==> config.mk <==
export PLATFORM = sky130hd
export DESIGN_NAME = prio_msg_link
export DESIGN_NICKNAME = d
export VERILOG_FILES = /design/src/rtl/coh_link_pkg.sv /design/src/rtl/msg_fifo.sv /design/src/rtl/prio_select.sv /design/src/rtl/prio_msg_link.sv
export SDC_FILE = /design/constraint.sdc
export NUM_CORES = 1
export LEC_CHECK = 0
export ABC_AREA = 1
export BUFFER_PORTS_ARGS = -buffer_cell sky130_fd_sc_hd__buf_2
export CAP_MARGIN = 15
export CELL_PAD_IN_SITES_DETAIL_PLACEMENT = 1
export CELL_PAD_IN_SITES_GLOBAL_PLACEMENT = 1
export CORE_ASPECT_RATIO = 0.6
export CORE_MARGIN = 10
export CORE_UTILIZATION = 53
export CTS_CLUSTER_DIAMETER = 150
export DETAILED_ROUTE_END_ITERATION = 12
export GPL_TIMING_DRIVEN = 0
export PLACE_DENSITY = 0.94
export SYNTH_ARGS = -nofsm -noshare
export SYNTH_HDL_FRONTEND = slang
export SYNTH_SLANG_ARGS = --single-unit
==> constraint.sdc <==
create_clock -name clk -period 9.6 [get_ports clk]
set_input_delay 1.44 -clock clk [delete_from_list [all_inputs] [get_ports clk]]
set_output_delay 1.44 -clock clk [all_outputs]
set_load 0.05 [all_outputs]
==> src/rtl/coh_link_pkg.sv <==
// Package: shared constants and command codes for the two-class link.
// Assumes a 4-bit command field whose top bit marks a reply.
package coh_link_pkg;

    localparam int CMD_W       = 4;
    localparam int NUM_CLASSES = 2;
    localparam int CLASS_LO    = 0;
    localparam int CLASS_HI    = 1;

    typedef enum logic [CMD_W-1:0] {
        CMD_SHARE_ASK   = 4'h0,
        CMD_OWN_ASK     = 4'h1,
        CMD_WBACK_ASK   = 4'h2,
        CMD_KILL_ASK    = 4'h3,
        CMD_PURGE_ASK   = 4'h4,
        CMD_SHARE_GRANT = 4'h8,
        CMD_OWN_GRANT   = 4'h9,
        CMD_WBACK_DONE  = 4'hA,
        CMD_KILL_DONE   = 4'hB,
        CMD_PURGE_DONE  = 4'hC
    } coh_cmd_e;

    // Reports whether a command code belongs to the reply (urgent) class.
    function automatic logic cmd_is_reply(input logic [CMD_W-1:0] code);
        return code[CMD_W-1];
    endfunction

endpackage

==> src/rtl/msg_fifo.sv <==
// Module: msg_fifo
// Show-ahead FIFO of DEPTH entries of WIDTH bits. The head is read
// combinationally from storage. Flags come from a registered count.
// Assumes the caller never pushes when full and never pops when empty.
// Any DEPTH >= 2 works, power of two or not.
module msg_fifo #(
    parameter int WIDTH = 8,
    parameter int DEPTH = 4
) (
    input  logic             clk,
    input  logic             rst_n,
    input  logic             push,
    input  logic [WIDTH-1:0] push_data,
    input  logic             pop,
    output logic [WIDTH-1:0] head,
    output logic             full,
    output logic             empty
);

    localparam int PTR_W = (DEPTH > 1) ? $clog2(DEPTH) : 1;
    localparam int CNT_W = $clog2(DEPTH + 1);
    localparam logic [PTR_W-1:0] LAST_SLOT = PTR_W'(DEPTH - 1);
    localparam logic [CNT_W-1:0] FULL_CNT  = CNT_W'(DEPTH);

    logic [WIDTH-1:0] slots [DEPTH];
    logic [PTR_W-1:0] wr_ptr;
    logic [PTR_W-1:0] rd_ptr;
    logic [CNT_W-1:0] count;

    // Advances a pointer by one, wrapping after the last slot.
    function automatic logic [PTR_W-1:0] step(input logic [PTR_W-1:0] p);
        return (p == LAST_SLOT) ? '0 : p + PTR_W'(1);
    endfunction

    // Stores an incoming word in the slot at the write pointer.
    always_ff @(posedge clk) begin
        if (push) begin
            slots[wr_ptr] <= push_data;
        end
    end

    // Moves the write pointer on each push.
    always_ff @(posedge clk) begin
        if (!rst_n) begin
            wr_ptr <= '0;
        end else if (push) begin
            wr_ptr <= step(wr_ptr);
        end
    end

    // Moves the read pointer on each pop.
    always_ff @(posedge clk) begin
        if (!rst_n) begin
            rd_ptr <= '0;
        end else if (pop) begin
            rd_ptr <= step(rd_ptr);
        end
    end

    // Tracks occupancy; a push and a pop together leave it unchanged.
    always_ff @(posedge clk) begin
        if (!rst_n) begin
            count <= '0;
        end else begin
            case ({push, pop})
                2'b10:   count <= count + CNT_W'(1);
                2'b01:   count <= count - CNT_W'(1);
                default: count <= count;
            endcase
        end
    end

    // Presents the oldest word and the occupancy flags.
    always_comb begin
        head  = slots[rd_ptr];
        full  = (count == FULL_CNT);
        empty = (count == '0);
    end

endmodule

==> src/rtl/prio_select.sv <==
// Module: prio_select
// Strict-priority picker for the shared output. The urgent queue wins
// whenever it is non-empty. A pop goes only to the queue whose head is
// on the bus, and only when the receiver is ready.
// Assumes both heads are valid whenever their empty flags are low.
module prio_select #(
    parameter int WIDTH = 8
) (
    input  logic             hi_empty,
    input  logic             lo_empty,
    input  logic [WIDTH-1:0] hi_head,
    input  logic [WIDTH-1:0] lo_head,
    input  logic             out_ready,
    output logic             out_valid,
    output logic [WIDTH-1:0] out_msg,
    output logic             pop_hi,
    output logic             pop_lo
);

    logic take_hi;

    // Chooses the source queue and derives the handshake pops.
    always_comb begin
        take_hi   = !hi_empty;
        out_valid = !hi_empty || !lo_empty;
        out_msg   = take_hi ? hi_head : lo_head;
        pop_hi    = out_ready && take_hi;
        pop_lo    = out_ready && !take_hi && !lo_empty;
    end

endmodule

==> src/rtl/prio_msg_link.sv <==
// Module: prio_msg_link
// Two-class coherence message link. Incoming messages are steered by
// their class bit into one of two queues. A strict-priority picker then
// drives one shared valid/ready output. Each class has its own input
// ready, so backpressure on one class never touches the other.
// Assumes the sender sets in_prio to match the reply/request nature of
// in_cmd, and holds nothing against a lowered ready.
module prio_msg_link
    import coh_link_pkg::*;
#(
    parameter int SRC_W  = 3,
    parameter int DST_W  = 3,
    parameter int ADDR_W = 16,
    parameter int DATA_W = 32,
    parameter int DEPTH  = 4
) (
    input  logic              clk,
    input  logic              rst_n,
    input  logic              in_valid,
    input  logic [SRC_W-1:0]  in_src,
    input  logic [DST_W-1:0]  in_dst,
    input  logic [CMD_W-1:0]  in_cmd,
    input  logic              in_prio,
    input  logic [ADDR_W-1:0] in_addr,
    input  logic [DATA_W-1:0] in_data,
    output logic              in_hi_ready,
    output logic              in_lo_ready,
    output logic              out_valid,
    input  logic              out_ready,
    output logic [SRC_W-1:0]  out_src,
    output logic [DST_W-1:0]  out_dst,
    output logic [CMD_W-1:0]  out_cmd,
    output logic              out_prio,
    output logic [ADDR_W-1:0] out_addr,
    output logic [DATA_W-1:0] out_data,
    output logic              hi_full,
    output logic              hi_empty,
    output logic              lo_full,
    output logic              lo_empty
);

    localparam int MSG_W = SRC_W + DST_W + CMD_W + 1 + ADDR_W + DATA_W;

    logic [MSG_W-1:0] in_msg;
    logic [MSG_W-1:0] sel_msg;
    logic [MSG_W-1:0] q_head  [NUM_CLASSES];
    logic             q_push  [NUM_CLASSES];
    logic             q_pop   [NUM_CLASSES];
    logic             q_full  [NUM_CLASSES];
    logic             q_empty [NUM_CLASSES];

    // Packs the input fields into one queue word.
    always_comb begin
        in_msg = {in_src, in_dst, in_cmd, in_prio, in_addr, in_data};
    end

    // One queue per class; each accepts only its own class and only when not full.
    for (genvar g = 0; g < NUM_CLASSES; g++) begin : g_class
        localparam logic CLASS_BIT = (g == CLASS_HI);

        // Steers a valid input of this class into the queue if there is room.
        always_comb begin
            q_push[g] = in_valid && (in_prio == CLASS_BIT) && !q_full[g];
        end

        msg_fifo #(
            .WIDTH (MSG_W),
            .DEPTH (DEPTH)
        ) u_queue (
            .clk       (clk),
            .rst_n     (rst_n),
            .push      (q_push[g]),
            .push_data (in_msg),
            .pop       (q_pop[g]),
            .head      (q_head[g]),
            .full      (q_full[g]),
            .empty     (q_empty[g])
        );
    end

    logic pop_hi_w;
    logic pop_lo_w;

    prio_select #(
        .WIDTH (MSG_W)
    ) u_select (
        .hi_empty  (q_empty[CLASS_HI]),
        .lo_empty  (q_empty[CLASS_LO]),
        .hi_head   (q_head[CLASS_HI]),
        .lo_head   (q_head[CLASS_LO]),
        .out_ready (out_ready),
        .out_valid (out_valid),
        .out_msg   (sel_msg),
        .pop_hi    (pop_hi_w),
        .pop_lo    (pop_lo_w)
    );

    // Routes the picker's pops back to the class queues.
    always_comb begin
        q_pop[CLASS_HI] = pop_hi_w;
        q_pop[CLASS_LO] = pop_lo_w;
    end

    // Unpacks the chosen word and exposes per-class readies and flags.
    always_comb begin
        {out_src, out_dst, out_cmd, out_prio, out_addr, out_data} = sel_msg;
        in_hi_ready = !q_full[CLASS_HI];
        in_lo_ready = !q_full[CLASS_LO];
        hi_full     = q_full[CLASS_HI];
        hi_empty    = q_empty[CLASS_HI];
        lo_full     = q_full[CLASS_LO];
        lo_empty    = q_empty[CLASS_LO];
    end

endmodule

# Word level (Yosys, flattened, before mapping)
# Memories as Yosys holds them, arrays and structs flattened. A register that Yosys moved wholly into a read port is not among the register bits.
# Index checks and enable logic that the tools add are counted.
# classes
n_mux	15
n_addsub	8
reduce_logical	16
eq_ne	10
bitwise_logic	1
# ops
operator	count
2-to-1 mux 59 bit	1
2-to-1 mux 2 bit	8
equality test 2 bit, second input constant	6
case mux 3 bit (2 select lines)	2
adder 2 x 1 -> 2 bit, second input constant	4
logical AND 1 bit	7
adder 3 x 1 -> 3 bit, second input constant	2
equality test 3 bit, second input constant	2
logical NOT 3 bit	2
subtractor 3 x 1 -> 3 bit, second input constant	2
equality test 2 x 1 -> 1 bit, second input constant	2
logical NOT 1 bit	4
2-to-1 mux 1 bit	4
nonzero test 2 bit	2
logical OR 1 bit	1
NOT 1 bit	1
# totals
memories	2
inputBits	63
reg_bits	14
mem_bits_rw	472
out_inout_bits	66
elab_cells	58
# memory_table
name	depth	width	read_ports	rd_clocked_by_memory_dff	wr	line	rtl
g_class[0].u_queue.slots	4	59	1	1	1	msg_fifo.sv:25	logic [WIDTH-1:0] slots [DEPTH];
g_class[1].u_queue.slots	4	59	1	1	1	msg_fifo.sv:25	

# Longest topological paths before layout
# logic_depth
depth_word	5
ltp_mapped	13
depth_no_buf	13

# Modules after synthesis
# From an unflattened synthesis, not the netlist that was laid out.
# hier_totals
cells_unflattened	1463
hier_area_um2	19155.9
# modules_own_cells
mod	area_each_um2	n_inst	cells_per_inst
msg_fifo	9180.1	2	630
prio_select	767.0	1	196
prio_msg_link	28.8	1	7

# Worst setup path after synthesis
# OpenSTA, ideal clock, no wires.
# synth_path
path_kind	input-to-reg
start	input port in_prio
end	memory g_class[0].u_queue.slots[0][0] in the netlist's numbering (enable)
setup_time_ps	476
path_stages	3
required_time_ps	9124
arrival_ps	4176
path_slack_ps	4947
path_buffers	0
cell_sequence	inv_1 nand3_2 nor2_1
# synth_via
elab_chain_len	5
# synth_lines
item	line	rtl
start, declared	prio_msg_link.sv:23	input logic in_prio,
NOT 1 bit	prio_msg_link.sv:63	q_push[g] = in_valid && (in_prio == CLASS_BIT) && !q_full[g];
logical AND 1 bit (2 in a row)	prio_msg_link.sv:63	
2-to-1 mux 1 bit	msg_fifo.sv:37	if (push) begin
2-to-1 mux 1 bit (not written as such)	msg_fifo.sv:38	slots[wr_ptr] <= push_data;
end, declared	msg_fifo.sv:25	
# Every way passes these cells.

# Worst setup path in the final report
# layout_path
start	register g_class[1].u_queue.count[1]
end	output port out_prio
# layout_via
elab_chain_len	2
# layout_lines
item	line	rtl
start, declared	msg_fifo.sv:28	logic [CNT_W-1:0] count;
start signal, assigned	msg_fifo.sv:66	2'b10: count <= count + CNT_W'(1);
start signal, assigned	msg_fifo.sv:67	2'b01: count <= count - CNT_W'(1);
start signal, assigned	msg_fifo.sv:68	default: count <= count;
logical NOT 3 bit	msg_fifo.sv:77	empty = (count == '0);
2-to-1 mux 59 bit	prio_select.sv:26	out_msg = take_hi ? hi_head : lo_head;
end, declared	prio_msg_link.sv:33	output logic out_prio,
# Every way passes these cells.

==> flow_summary.toml <==
[clocking]
clock-sinks = 490
cts_tree = "yes"
clock_path_buffers = 3
numCtsBuffers = 46
cts_setup_buffers = 0
root_buffer = "clkbuf_16"
cts-hold-fix-buffers = 0
cts_resized = 0
clkTransAtPathRegs_ns = 0.07
clk_latency_ns = 0.58
htreeDepth = 2

[power]
internal-power_mw = 4.170
pwr-share-seq_pct = 33.1
ir_drop_v = 0.0003455
p_comb_share_pct = 42.2
power_density_nw_per_um2 = 325.0
p_leak_nw = 8.745
netSwitchingPower_mw = 3.356
switching_share_pct = 44.59
clkPwrFrac_pct = 24.7

[global_routing]
grt_pass1_vias = 15790
grt_pass1_wl_um = 98050
grt_start_max_net_pins = 29
grtUsageTotal_pct = 27.97
antenna_found_initial = 6
overflow = 0

[routing]
drt_iter0_drc = 1722
final_antenna_net_count = 0
vias = 14640
vias_per_cell = 5.989
wl_um = 66640
dr.pass1.iters = 5
wl_per_cell_um = 27.25
drc_errors = 0

[yosys]
yosysTopAreaCellShare_pct = 70.83
async_reset_ff_share_pct = 0
synthFlopType = "edfxtp_1"
synth-edff-count = 472
avgSynthCellArea_sq_um = 11.77
yosys_warnings = 0
synth_area_sq_um = 20010
ys_seq_area_share_pct = 72.63
synth_area_leaders = "edfxtp_1, nand2_1, nor2_1"
netlist_instances = 1700
yosysMostFrequentCell = "edfxtp_1"
synth_top_cell_by_area = "edfxtp_1"
syn_nets = 1777
synth_common_cells = "edfxtp_1, nand2_1, nor2_1"
ys_ff_latch = 490
synth.distinct_cells = 22

[worst_setup_path]
startpoint_type = "flop"
crit_type = "flop to output pin"
regToRegSetupSlack_ns = 6.78
cp.arrival_ns = 2.82
critPathMaxStageDelay_ns = 0.62
crit_top_cell = "nand2_1"
r2r_start = "g_class[1].u_queue.count[1]"
slowest_stage = "buf_1"
endpoint_kind = "output pin"
required_ns = 8.16
reg2reg_depth = 12
path_cells = "inv_2 > nand2_1 > nor2_4 > buf_1 > nand2_1 > nand2_1 > buf_2"
worstReg2RegEnd = "g_class[0].u_queue.count[2]"
worstPathMaxFanout = 10

[timing]
finClkSkew_ns = 0.01977
hold_slack_ns = 0.4999
period_share_pct = 44.42
fmax_ghz = 0.2345
hold_viol_final = 0
finalSetupTns_ns = 0
tightest_slew_ns = 0.7258
slew_violations = 0
setup_viol = 0
slew_headroom_pct = 51.61
period_minus_slack_ns = 4.264
rsz0062_at_grt = "false"

[die]
rows = 55
die_w_um = 270.9
pin_count = 129
start_util_pct = 53.36
die_area_sq_um = 46190
die_h_um = 170.5
fp.coreArea_sq_um = 37500

[placement]
dpl.hpwl_um = 41010
io_buffers = 128
place.gp.congestion = 0.8032

[outcome]
outcome = "finished, final reports clean"

[finish]
drive_above_1_share_pct = 14.22
syn_to_final_growth_pct = 15.73
nNetsFinal = 1969

[min_path]
hold_start = "g_class[1].u_queue.count[0]"
hold_path.class = "flop to flop"
whs_path_depth = 1
min_to = "g_class[1].u_queue.count[0]"

[flow_run]
maxCapViolCount = 0
## metal layers
layer / GRT usage (%) / share of wire, % / vias up
li1: - / - / 6176
met4: 12.63 / 4.7 / 2
met2: 49.09 / 50 / 850
met5: 0 / 0.023 / -
met3: 5.172 / 7.7 / 234
met1: 33.41 / 37 / 7381
## power by group through the flow
stage | registers [mW] | clock network, mW | logic [mW]
3_3_place_gp | 2.53 | 0 | 2.89
2_1_floorplan | 2.52 | 0 | 2.07
6_report | 2.49 | 1.86 | 3.17
3_5_place_dp | 2.53 | 0 | 3.08
5_1_grt | 2.49 | 1.96 | 3.36
4_1_cts | 2.49 | 1.85 | 3.16
## how the worst max path moves through the flow
stage / startpoint / endpoint / slack, ns / depth (start not counted)
after global routing: g_class[1].u_queue.count[1] / out_cmd[1] / 5.31 / 7
after floorplan: in_prio / g_class[0].u_queue.slots[0][0] / 4.95 / 3
final: g_class[1].u_queue.count[1] / out_prio / 5.34 / 7
after global placement: in_prio / g_class[1].u_queue.slots[3][20] / 2.52 / 3
after CTS: g_class[1].u_queue.count[1] / out_prio / 5.43 / 7
after detailed placement: in_prio / g_class[1].u_queue.slots[0][20] / 5.96 / 5
## sequential cells by signal, summed over array words and instances, names as in the netlist, named ones only
name and cells:
g_class.u_queue.slots 472, g_class.u_queue.count 6, g_class.u_queue.rd_ptr 4, g_class.u_queue.wr_ptr 4
## cells in the final DEF (no fill, tap or decap), types with 2 or more instances in the layout
| cell type | n |
|---|---|
| o21ai_1 | 71 |
| buf_4 | 18 |
| clkbuf_16 | 47 |
| nor2_1 | 256 |
| clkbuf_2 | 2 |
| o21ai_0 | 173 |
| inv_2 | 4 |
| diode_2 | 5 |
| clkinv_2 | 5 |
| nand2_1 | 373 |
| ha_1 | 12 |
| dfxtp_1 | 18 |
| o211ai_1 | 59 |
| nand3_1 | 4 |
| nor2_4 | 9 |
| buf_2 | 145 |
| buf_12 | 14 |
| bufinv_16 | 5 |
| clkbuf_1 | 44 |
| nand3_2 | 3 |
| fa_1 | 2 |
| buf_16 | 2 |
| a21oi_1 | 8 |
| buf_1 | 5 |
| inv_1 | 146 |
| buf_6 | 17 |
| clkinv_1 | 10 |
| edfxtp_1 | 472 |
## critical path: cells and delay by family (launching register included)
| family | cells | cell delay [ns] |
|---|---|---|
| flip-flops | 1 | 0.34 |
| AND/OR/NAND/NOR | 4 | 0.86 |
| buffers and inverters | 3 | 1.04 |
## cell type report
cell class	count	area [sq um]
clock buffers	61	1229
flip-flops and latches	490	14530
fillers	3810	14350
plain buffers	90	568.0
inverters	150	563.0
well taps	513	641.9
clock inverters	22	229.0
diodes	5	12.51
multi-input cells	970	4407
repair buffers	144	975.9
## through the flow
stage / cell area (sq um) / utilization, % / cells / power (mW) / setup slack (ns)
2_1_floorplan: 20010 / - / 1700 / 4.590 / 4.947
3_3_place_gp: 21290 / 56.78 / 2341 / 5.415 / 2.524
3_5_place_dp: 21690 / 57.83 / 2357 / 5.605 / 5.964
4_1_cts: 23150 / 61.72 / 2440 / 7.498 / 5.427
5_1_grt: 23160 / 61.75 / 2445 / 7.809 / 5.310
6_report: 23160 / 61.75 / 2445 / 7.527 / 5.336
## cell families after synthesis
logic type      count (synthesis)  synth area share, %
flops                         490                72.63
fa+ha+maj                      14               0.9503
buf+inv                       240                5.652
simple gates                  645                12.25
compound gates                311                8.516
No activity file was read; power rests on OpenSTA's default activity.
